==> config.mk <==
export PLATFORM = sky130hd
export DESIGN_NAME = tmr_channel_top
export DESIGN_NICKNAME = d
export VERILOG_FILES = /design/src/rtl/tmr_pkg.sv /design/src/rtl/tmr_evsync.sv /design/src/rtl/tmr_count_core.sv /design/src/rtl/tmr_channel_top.sv
export SDC_FILE = /design/constraint.sdc
export NUM_CORES = 1
export LEC_CHECK = 0
export CAP_MARGIN = 10
export CORE_UTILIZATION = 45
export CTS_CLUSTER_SIZE = 16
export DETAILED_ROUTE_END_ITERATION = 8
export HOLD_SLACK_MARGIN = 0.06
export PLACE_DENSITY_LB_ADDON = 0.2
export SLEW_MARGIN = 0
export SYNTH_ARGS = -nofsm -noshare
export SYNTH_HDL_FRONTEND = slang
export SYNTH_SLANG_ARGS = --single-unit
==> constraint.sdc <==
create_clock -name clk -period 2.3 [get_ports clk]
set_input_delay 0.46 -clock clk [delete_from_list [all_inputs] [get_ports clk]]
set_output_delay 0.46 -clock clk [all_outputs]
set_load 0.005 [all_outputs]
==> src/rtl/tmr_pkg.sv <==
// Package: shared types for the timer/counter channel.
// Assumes: the configuration field is 4 bits, laid out {gate, source, mode}.
package tmr_pkg;
    typedef enum logic [1:0] {
        MODE_13     = 2'd0,
        MODE_16     = 2'd1,
        MODE_RELOAD = 2'd2,
        MODE_8      = 2'd3
    } tmr_mode_e;

    typedef struct packed {
        logic      gate_en;
        logic      ext_sel;
        tmr_mode_e mode;
    } tmr_cfg_t;
endpackage

==> src/rtl/tmr_evsync.sv <==
// Module: tmr_evsync
// Synchronises an asynchronous event pin through a chain of flops.
// Emits a one-cycle pulse on each detected 1-to-0 transition.
// Assumes: the pin idles high, so reset loads ones to avoid a false edge.
module tmr_evsync #(
    parameter int STAGES = 2
) (
    input  logic clk,
    input  logic rst_n,
    input  logic pin,
    output logic fall
);
    logic [STAGES-1:0] sync_q;
    logic              prev_q;

    // Synchroniser chain plus one history flop for edge detection.
    always_ff @(posedge clk) begin
        if (!rst_n) begin
            sync_q <= '1;
            prev_q <= 1'b1;
        end else begin
            sync_q <= {sync_q[STAGES-2:0], pin};
            prev_q <= sync_q[STAGES-1];
        end
    end

    // Falling edge: previous synchronised level high, current low.
    assign fall = prev_q & ~sync_q[STAGES-1];

    AST_FALL_PULSE: assert property (@(posedge clk) disable iff (!rst_n)
        fall |=> !fall);
endmodule

==> src/rtl/tmr_count_core.sv <==
// Module: tmr_count_core
// Holds the low and high count bytes and advances them by one per step,
// following the selected mode structure. Reports a wrap or reload.
// Assumes: a byte write takes precedence and suppresses the step.
module tmr_count_core
    import tmr_pkg::*;
#(
    parameter int BYTE_W  = 8,
    parameter int PRESC_W = 5
) (
    input  logic              clk,
    input  logic              rst_n,
    input  tmr_mode_e         mode,
    input  logic              step,
    input  logic              wr,
    input  logic              wr_hi,
    input  logic [BYTE_W-1:0] wdata,
    output logic [BYTE_W-1:0] lo,
    output logic [BYTE_W-1:0] hi,
    output logic              wrap
);
    localparam int CNT16_W = 2 * BYTE_W;
    localparam logic [PRESC_W-1:0] PRESC_MAX = '1;
    localparam logic [BYTE_W-1:0]  BYTE_MAX  = '1;

    logic [BYTE_W-1:0]  lo_nx, hi_nx;
    logic               at_max;
    logic [CNT16_W-1:0] cnt16_inc;

    assign cnt16_inc = {hi, lo} + CNT16_W'(1);

    // Next count value and terminal-count detect for the active mode.
    always_comb begin
        lo_nx  = lo;
        hi_nx  = hi;
        at_max = 1'b0;
        unique case (mode)
            MODE_13: begin
                at_max = (lo[PRESC_W-1:0] == PRESC_MAX) && (hi == BYTE_MAX);
                if (lo[PRESC_W-1:0] == PRESC_MAX) begin
                    lo_nx[PRESC_W-1:0] = '0;
                    hi_nx              = hi + BYTE_W'(1);
                end else begin
                    lo_nx[PRESC_W-1:0] = lo[PRESC_W-1:0] + PRESC_W'(1);
                end
            end
            MODE_16: begin
                at_max = ({hi, lo} == '1);
                {hi_nx, lo_nx} = cnt16_inc;
            end
            MODE_RELOAD: begin
                at_max = (lo == BYTE_MAX);
                lo_nx  = at_max ? hi : lo + BYTE_W'(1);
            end
            default: begin
                at_max = (lo == BYTE_MAX);
                lo_nx  = lo + BYTE_W'(1);
            end
        endcase
    end

    assign wrap = step & ~wr & at_max;

    // Count registers: write first, otherwise advance on a step.
    always_ff @(posedge clk) begin
        if (!rst_n) begin
            lo <= '0;
            hi <= '0;
        end else if (wr) begin
            if (wr_hi) hi <= wdata;
            else       lo <= wdata;
        end else if (step) begin
            lo <= lo_nx;
            hi <= hi_nx;
        end
    end

    AST_HOLD_IDLE: assert property (@(posedge clk) disable iff (!rst_n)
        !step && !wr |=> $stable(lo) && $stable(hi));
    AST_PRESC_UPPER: assert property (@(posedge clk) disable iff (!rst_n)
        step && !wr && mode == MODE_13 |=> lo[BYTE_W-1:PRESC_W] == $past(lo[BYTE_W-1:PRESC_W]));
    AST_RELOAD: assert property (@(posedge clk) disable iff (!rst_n)
        step && !wr && mode == MODE_RELOAD && lo == BYTE_MAX |=> lo == $past(hi) && $stable(hi));
    AST_MODE8_HI: assert property (@(posedge clk) disable iff (!rst_n)
        step && !wr && mode == MODE_8 |=> $stable(hi));
endmodule

==> src/rtl/tmr_channel_top.sv <==
// Module: tmr_channel_top
// One timer/counter channel. It holds the configuration and run bit,
// qualifies the count source, keeps the sticky overflow flag, and
// provides byte access to the count.
// Assumes: gate_pin and cycle_tick are synchronous to clk; ev_pin is not.
module tmr_channel_top
    import tmr_pkg::*;
#(
    parameter int BYTE_W     = 8,
    parameter int PRESC_W    = 5,
    parameter int SYNC_DEPTH = 2
) (
    input  logic              clk,
    input  logic              rst_n,
    input  logic              cycle_tick,
    input  logic              ev_pin,
    input  logic              gate_pin,
    input  logic              cfg_wr,
    input  logic [3:0]        cfg_wdata,
    input  logic              run_wr,
    input  logic              run_wdata,
    input  logic              reg_wr,
    input  logic              reg_addr,
    input  logic [BYTE_W-1:0] reg_wdata,
    output logic [BYTE_W-1:0] reg_rdata,
    input  logic              ovf_ack,
    output logic              ovf_flag
);
    tmr_cfg_t          cfg_q;
    logic              run_q;
    logic              ev_fall;
    logic              count_en;
    logic              step;
    logic              wrap;
    logic [BYTE_W-1:0] cnt_lo, cnt_hi;

    // Configuration field and run bit storage.
    always_ff @(posedge clk) begin
        if (!rst_n) begin
            cfg_q <= '0;
            run_q <= 1'b0;
        end else begin
            if (cfg_wr) cfg_q <= tmr_cfg_t'(cfg_wdata);
            if (run_wr) run_q <= run_wdata;
        end
    end

    tmr_evsync #(.STAGES(SYNC_DEPTH)) u_evsync (
        .clk   (clk),
        .rst_n (rst_n),
        .pin   (ev_pin),
        .fall  (ev_fall)
    );

    assign count_en = run_q & (~cfg_q.gate_en | gate_pin);
    assign step     = count_en & (cfg_q.ext_sel ? ev_fall : cycle_tick);

    tmr_count_core #(.BYTE_W(BYTE_W), .PRESC_W(PRESC_W)) u_core (
        .clk   (clk),
        .rst_n (rst_n),
        .mode  (cfg_q.mode),
        .step  (step),
        .wr    (reg_wr),
        .wr_hi (reg_addr),
        .wdata (reg_wdata),
        .lo    (cnt_lo),
        .hi    (cnt_hi),
        .wrap  (wrap)
    );

    // Sticky overflow flag: setting wins over either clearing source.
    always_ff @(posedge clk) begin
        if (!rst_n)                 ovf_flag <= 1'b0;
        else if (wrap)              ovf_flag <= 1'b1;
        else if (ovf_ack || reg_wr) ovf_flag <= 1'b0;
    end

    assign reg_rdata = reg_addr ? cnt_hi : cnt_lo;

    AST_FLAG_SET: assert property (@(posedge clk) disable iff (!rst_n)
        wrap |=> ovf_flag);
    AST_ACK_CLEAR: assert property (@(posedge clk) disable iff (!rst_n)
        ovf_ack && !wrap |=> !ovf_flag);
    AST_GATE_BLOCK: assert property (@(posedge clk) disable iff (!rst_n)
        cfg_q.gate_en && !gate_pin && !reg_wr |=> $stable(cnt_lo) && $stable(cnt_hi));
    AST_STOPPED: assert property (@(posedge clk) disable iff (!rst_n)
        !run_q && !reg_wr |=> $stable(cnt_lo) && $stable(cnt_hi));
endmodule

==> flow_summary.toml, run 1 <==
[floorplanning]
ios = 32
placeableCoreArea_mm2 = 0.00380
die_area_mm2 = 0.00434
die_h_um = 65.9
row_count = 22
die-width_um = 65.9
initial_core_util_pct = 48.3

[worst_hold_path]
hp-class = "reg -> reg"

[clock_network]
cts_tree = "yes"
numClockSinks = 25
htree_levels = 1
number_of_buffers_inserted_during_clock_tree_synthesis = 3
clock_latency_ps = 280
cts_hold_repair.buffers = 0
cts_root_buffer = "sky130_fd_sc_hd__clkbuf_8"
cts_max_path_buffers = 2
clkTransAtPathRegs_ps = 80

[detailed_routing]
post_dr_vias_cell = 6.00
dr_pass1_iterations = 5
drt_first_iter_violations = 228
m1WireLength_um = 2360
routed_wire_length_per_instance_um = 16.5
antenna_violating_nets_post_route = 0
top_layer = "met4"
remaining_drc_errors = 0
routed-wl-met2_um = 2290
route.vias.total = 1884
wl_um = 5170
met3_wirelength_um = 419

[timing]
max_freq_mhz = 446
final.min_clock_period_ps = 2240
final_number_of_max_transition_violations = 0
worst_pin_slew_ps = 474
sum_neg_setup_slack_ps = 0
final.period_utilization_pct = 97.4
timing_hold_violations_final = 0
rsz_0062_raised_after_global_routing = "no"
final.setup_skew_ps = 10.4
worst_hold_slack_ps = 413
maxSlewHeadroom_pct = 67.6
finalSetupViolCount = 0

[finish]
multi_input_area_mm2 = 0.00124
n_antenna_cell = 0
area_growth_pct = 30.5
most_common_cell_after_layout_fill_and_taps_aside = "sky130_fd_sc_hd__clkdlybuf4s50_1"
post_route_cells_drive_above_1_share_pct = 16.5
most-common-layout-cells = "sky130_fd_sc_hd__clkdlybuf4s50_1, sky130_fd_sc_hd__dfxtp_1, sky130_fd_sc_hd__buf_4, sky130_fd_sc_hd__a21oi_1, sky130_fd_sc_hd__nor2_1"
layout.filler_cells = 343
final_stage_net_count = 298
seq_area_um2 = 500

[pwr]
power_leakage_nw = 0.917
power.density_cell_area_mw_per_mm2 = 423
worst_ir_drop_vdd_mv = 0.245

[synth]
synthDistinctLibCells = 51
mappedNetlistNets = 255
avgSynthCellArea_um2 = 8.19
syn_inst = 224
ys_seq_elements = 25
yosys.area.top_type = "sky130_fd_sc_hd__dfxtp_1"
synth_top_area_share_pct = 27.3
yosys_warnings = 0
synth-seq-area-share_pct = 27.3
ys_top_cells_by_area = "sky130_fd_sc_hd__dfxtp_1, sky130_fd_sc_hd__mux2_2, sky130_fd_sc_hd__ha_1"
synth_edf_count = 0
post_synth_instance_area_mm2 = 0.00184
ys.flop_type = "sky130_fd_sc_hd__dfxtp_1"
ys_async_sr_fraction_pct = 0

[setup_path]
critical_path_peak_fanout = 5
worst-setup-path-type = "in -> out"
cp.required_ps = 1840
critPathTopFamily = "buffers and inverters"
critical-path-max-stage-delay_ps = 440
critical_path.cell_chain = "clkdlybuf4s15_1 > bufbuf_16 > mux2_2 > clkdlybuf4s50_1"
start_kind = "input port"
worst-path-buf-inv = 3
cp_slowest_cell = "sky130_fd_sc_hd__clkdlybuf4s50_1"
worstSetupEndpointType = "primary output"
worstPathArrival_ps = 1780

[place]
gp_congestion = 0.908
hpwlAfterDp_um = 3860
port_buffers = 31

[flow_run]
max_cap_viol_count = 0

[global_route]
grt_util_all_layers_pct = 25.8
grt_first_pass_wirelength_um = 8460
grt_start_max_net_pins = 18
overflow = 0
antenna_found_initial = 0
first_global_vias = 1753

[status]
status = "finished, final reports clean"
-- worst paths after layout --
kind	slack, ps	start	depth (start not counted)	endpoint
max reg2reg	90	u_core.lo[0]$_SDFFE_PN0P_	9	u_core.hi[2]$_SDFFE_PN0P_
max	60	reg_addr	4	reg_rdata[5]
min	410	u_evsync.sync_q[0]$_SDFF_PN1_	1	u_evsync.sync_q[1]$_SDFF_PN1_
min reg2reg	410	u_evsync.sync_q[0]$_SDFF_PN1_	1	u_evsync.sync_q[1]$_SDFF_PN1_
-- state kept, by name (all words and copies together), names as in the netlist --
| register | flops |
|---|---|
| cfg_q | 4 |
| ovf_flag | 1 |
| run_q | 1 |
| u_core.hi | 8 |
| u_core.lo | 8 |
| u_evsync.prev_q | 1 |
| u_evsync.sync_q | 2 |
-- per-stage QoR --
step	utilization [%]	setup slack [ps]	std cells	power [mW]	cell area, um^2
6_report	63.0	59.3	314	1.01	2390
5_1_grt	63.0	2.17	314	1.07	2390
4_1_cts	62.9	36.5	314	1.02	2390
3_5_place_dp	60.9	-50.9	309	0.744	2310
3_3_place_gp	60.9	-36.1	309	0.743	2310
2_1_floorplan	-	243	224	0.622	1840
-- cell usage after synthesis, types with 2 or more instances --
master and number:
sky130_fd_sc_hd__a21o_1 2, sky130_fd_sc_hd__nor2b_1 4, sky130_fd_sc_hd__a41oi_1 3, sky130_fd_sc_hd__clkbuf_1 11, sky130_fd_sc_hd__o221a_2 2, sky130_fd_sc_hd__o221ai_1 2, sky130_fd_sc_hd__o21ai_0 13, sky130_fd_sc_hd__o31ai_1 5
sky130_fd_sc_hd__inv_1 10, sky130_fd_sc_hd__a311oi_1 3, sky130_fd_sc_hd__a31oi_1 8, sky130_fd_sc_hd__a21boi_0 2, sky130_fd_sc_hd__a21oi_1 16, sky130_fd_sc_hd__o22ai_1 2, sky130_fd_sc_hd__ha_1 8, sky130_fd_sc_hd__and3_1 4
sky130_fd_sc_hd__nand2b_1 8, sky130_fd_sc_hd__a2111oi_0 2, sky130_fd_sc_hd__dfxtp_1 25, sky130_fd_sc_hd__nand3_1 9, sky130_fd_sc_hd__nand2_1 13, sky130_fd_sc_hd__nor2_1 15, sky130_fd_sc_hd__o21ai_1 2, sky130_fd_sc_hd__and4_1 2
sky130_fd_sc_hd__mux2_2 9, sky130_fd_sc_hd__xnor2_1 3, sky130_fd_sc_hd__buf_2 2, sky130_fd_sc_hd__nand3b_1 2, sky130_fd_sc_hd__o211ai_1 2, sky130_fd_sc_hd__mux2i_1 6, sky130_fd_sc_hd__nand4_1 4, sky130_fd_sc_hd__nor2_2 2
sky130_fd_sc_hd__a221oi_1 5
-- layer usage --
metal / global-route usage, % / vias to the layer above
met2: 38.9 / 83
met4: 11.1 / 0
met5: 0 / -
li1: - / 936
met1: 34.7 / 853
met3: 6.03 / 12
-- what timing repair did --
item | 4_1_cts | 5_1_grt
gates resized for setup | 1 | 3
gates cloned | 1 | 0
endpoints found under the setup margin | 7 | 4
setup buffers | 0 | 0
pin swaps | 0 | 1
-- worst reg2reg max path: cells and delay by family (launching register included) --
kind                     cells  cell delay [ps]
AO/OA/AOI/OAI                2              610
adder cells (fa/ha/maj)      2              440
buffers and inverters        2              300
flip-flops                   1              320
multiplexers                 1              290
AND/OR/NAND/NOR              2              160
-- layout make-up --
class	count	area share [%]
Timing Repair Buffer	53	21.4
Tap cell	48	2.51
Sequential cell	25	20.9
Multi-Input combinational cell	174	51.7
Clock buffer	4	1.88
Inverter	10	1.57
-- power by group --
part           total [mW]  internal, mW  switching, mW
combinational       0.264         0.143          0.121
sequential          0.484         0.455         0.0295
clock               0.264         0.124          0.140
-- logic make-up after synthesis --
kind of cell             count (synthesis)  share of synthesized area, %
flip-flops                              25                          27.3
adder cells (fa/ha/maj)                  8                          5.45
AO/OA/AOI/OAI                           79                          31.5
XOR/XNOR                                 3                          1.43
buffers and inverters                   25                          5.52
AND/OR/NAND/NOR                         69                          20.0
multiplexers                            15                          8.79
Note: power is estimated with default switching activity, not from simulation.
==> run 2, diff against run 1 <==
--- a/config.mk
+++ b/config.mk
@@ -14,4 +14,5 @@
 export SLEW_MARGIN = 0
 export SYNTH_ARGS = -nofsm -noshare
 export SYNTH_HDL_FRONTEND = slang
+export SYNTH_HIERARCHICAL = 1
 export SYNTH_SLANG_ARGS = --single-unit
==> run 2 against run 1 <==
Cell count fell by 2.5%. Largest power group unchanged. Hold slack about the same. Critical path depth stayed put. Critical path type unchanged.
==> flow_summary.toml, run 2 <==
[synth]
yosys.area.top_type = "sky130_fd_sc_hd__dfxtp_1"
synth_compound_gate_area_share_pct = 23.1
ys_seq_elements = 25
ys_async_sr_fraction_pct = 0
avgSynthCellArea_um2 = 8.31
synth_top_area_share_pct = 29.1
post_synth_most_frequent_cells = "sky130_fd_sc_hd__dfxtp_1, sky130_fd_sc_hd__nor2_1, sky130_fd_sc_hd__o21ai_0, sky130_fd_sc_hd__nand2_1, sky130_fd_sc_hd__nor2b_1"
yosysMostFrequentCell = "sky130_fd_sc_hd__dfxtp_1"
yosys.area_share.simple_pct = 26.9
synth_top_family_by_area = "simple AND/OR/NAND/NOR gates"
ys.flop_type = "sky130_fd_sc_hd__dfxtp_1"
post_synth_instance_area_mm2 = 0.00172
synth_edf_count = 0
synth_adder_area_share_pct = 5.82
mappedNetlistNets = 238
fraction_of_synthesized_area_in_multiplexers_pct = 9.39
ys_top_cells_by_area = "sky130_fd_sc_hd__dfxtp_1, sky130_fd_sc_hd__ha_1, sky130_fd_sc_hd__mux2_2"
yosys_warnings = 6
xor_xnor_share_of_the_synthesized_area_pct = 2.04
syn_inst = 207
synthDistinctLibCells = 51
synth-seq-area-share_pct = 29.1

[detailed_routing]
wl_um = 4920
post_dr_vias_cell = 6.04
drt_first_iter_violations = 196
route.vias.total = 1849
remaining_drc_errors = 0
routed_wire_length_per_instance_um = 16.1
dr_pass1_iterations = 5
antenna_violating_nets_post_route = 0

[timing]
worst_pin_slew_ps = 481
rsz_0062_raised_after_global_routing = "no"
timing_hold_violations_final = 0
worst_hold_slack_ps = 414
final.setup_skew_ps = 5.56
max_freq_mhz = 479
maxSlewHeadroom_pct = 67.6
final.period_utilization_pct = 90.7
timing.final.ws_setup_ps = 214
final_number_of_max_transition_violations = 0
finalSetupViolCount = 0
final.min_clock_period_ps = 2090

[clock_network]
number_of_buffers_inserted_during_clock_tree_synthesis = 3
cts_tree = "yes"
cts_root_buffer = "sky130_fd_sc_hd__clkbuf_8"
htree_levels = 1
cts_hold_repair.buffers = 0
cts_max_path_buffers = 2
setup_buffers_after_cts = 0
numClockSinks = 25
clock_latency_ps = 280
clkTransAtPathRegs_ps = 90
postCtsResizedCells = 3

[global_route]
grt_start_max_net_pins = 29
grt_first_pass_wirelength_um = 8270
overflow = 0
gr-usage-met1_pct = 36.1
global_routing_usage_on_met2_pct = 43.1
antenna_found_initial = 0
grt-busiest-layer = "met2"
grt_util_all_layers_pct = 26.5
first_global_vias = 1692
gr-usage-met3_pct = 3.21

[finish]
post_route_cells_drive_above_1_share_pct = 16.3
final_core_util_pct = 62.7
reg.largest.list = "u_core/hi x8, u_core/lo x8, cfg_q x4"
n_antenna_cell = 0
area_growth_pct = 33.5
most_common_cell_after_layout_fill_and_taps_aside = "sky130_fd_sc_hd__clkdlybuf4s50_1"
finalNonFillerCells = 306
most-common-layout-cells = "sky130_fd_sc_hd__clkdlybuf4s50_1, sky130_fd_sc_hd__dfxtp_1, sky130_fd_sc_hd__buf_4, sky130_fd_sc_hd__nor2_1, sky130_fd_sc_hd__o21ai_0"
final_stage_net_count = 290

[place]
port_buffers = 31
gp_congestion = 0.911
pre_cts_slack_ps = -43.2
hpwlAfterDp_um = 3780
place.detailed.instances = 302

[setup_path]
worstSetupEndpointType = "primary output"
worst-setup-path-type = "in -> out"
reg2reg_setup_slack_ps = 310
ff2ff_path_depth = 9
worstPathArrival_ps = 1630
cp.required_ps = 1840
critical_path.cell_chain = "dlygate4sd2_1 > buf_6 > mux2_2 > clkdlybuf4s50_1"
critical-path-max-stage-delay_ps = 440
critical_path_peak_fanout = 5
start_kind = "input port"
timing.rr.end = "u_core/hi[4]$_SDFFE_PN0P_"
r2r-start = "u_core/lo[0]$_SDFFE_PN0P_"
cp_slowest_cell = "sky130_fd_sc_hd__clkdlybuf4s50_1"

[pwr]
power_leakage_nw = 0.909
post-layout-total-power_mw = 1.03
worst_ir_drop_vdd_mv = 0.289
power.density_cell_area_mw_per_mm2 = 447

[floorplanning]
die-width_um = 63.8
placeableCoreArea_mm2 = 0.00366
row_count = 22
die_area_mm2 = 0.00407
die_h_um = 63.8
ios = 32
initial_core_util_pct = 47.0

[worst_hold_path]
hold-path-cell-count = 1
hold_start = "u_evsync/sync_q[0]$_SDFF_PN1_"
hp-class = "reg -> reg"
worst_min_delay_path_endpoint = "u_evsync/sync_q[1]$_SDFF_PN1_"

[flow_run]
max_cap_viol_count = 0

[status]
status = "finished, final reports clean"
run 2: worst max path at each step:
stage / endpoint / slack, ps / from / cells past startpoint
after floorplan: u_core/hi[6]$_SDFFE_PN0P_ / 400 / u_core/lo[0]$_SDFFE_PN0P_ / 9
after global placement: reg_rdata[2] / -20 / reg_addr / 4
after detailed placement: reg_rdata[2] / -40 / reg_addr / 4
after CTS: reg_rdata[2] / 210 / reg_addr / 4
after global routing: u_core/lo[3]$_SDFFE_PN0P_ / 150 / u_core/lo[3]$_SDFFE_PN0P_ / 7
final: reg_rdata[2] / 210 / reg_addr / 4
run 2: cells by family after synthesis:
family,count (synthesis)
flip-flops,25
AO/OA/AOI/OAI,56
buffers and inverters,13
multiplexers,15
AND/OR/NAND/NOR,86
XOR/XNOR,4
adder cells (fa/ha/maj),8
run 2: metrics by stage:
stage / area (um^2) / setup TNS [ps]
6_report: 2290 / 0
5_1_grt: 2290 / 0
4_1_cts: 2290 / 0
3_5_place_dp: 2240 / -201
3_3_place_gp: 2240 / -83.9
2_1_floorplan: 1720 / 0
run 2: final cells by class:
type	count	area (um^2)
inverter	4	15.0
clock inverter	1	5.00
sequential	25	500
fill	337	1370
timing repair buffer	56	517
tap	48	60.1
multi-input combinational	169	1160
clock buffer	3	41.3
run 2: worst max-delay path: cells and delay by family:
kind | cells | cell delay (ps)
buffers and inverters | 3 | 830
multiplexers | 1 | 330
run 2: power by group:
group	internal [mW]	total [mW]	switching (mW)	leakage, nW
registers	0.458	0.492	0.0335	0.206
logic	0.147	0.261	0.114	0.678
clock network	0.122	0.274	0.152	0.0255
run 2: layer usage:
metal	part of all wire [%]	vias to the layer above
li1	-	886
met5	0	-
met3	7.4	10
met4	1.8	0
met1	44	863
met2	46	90
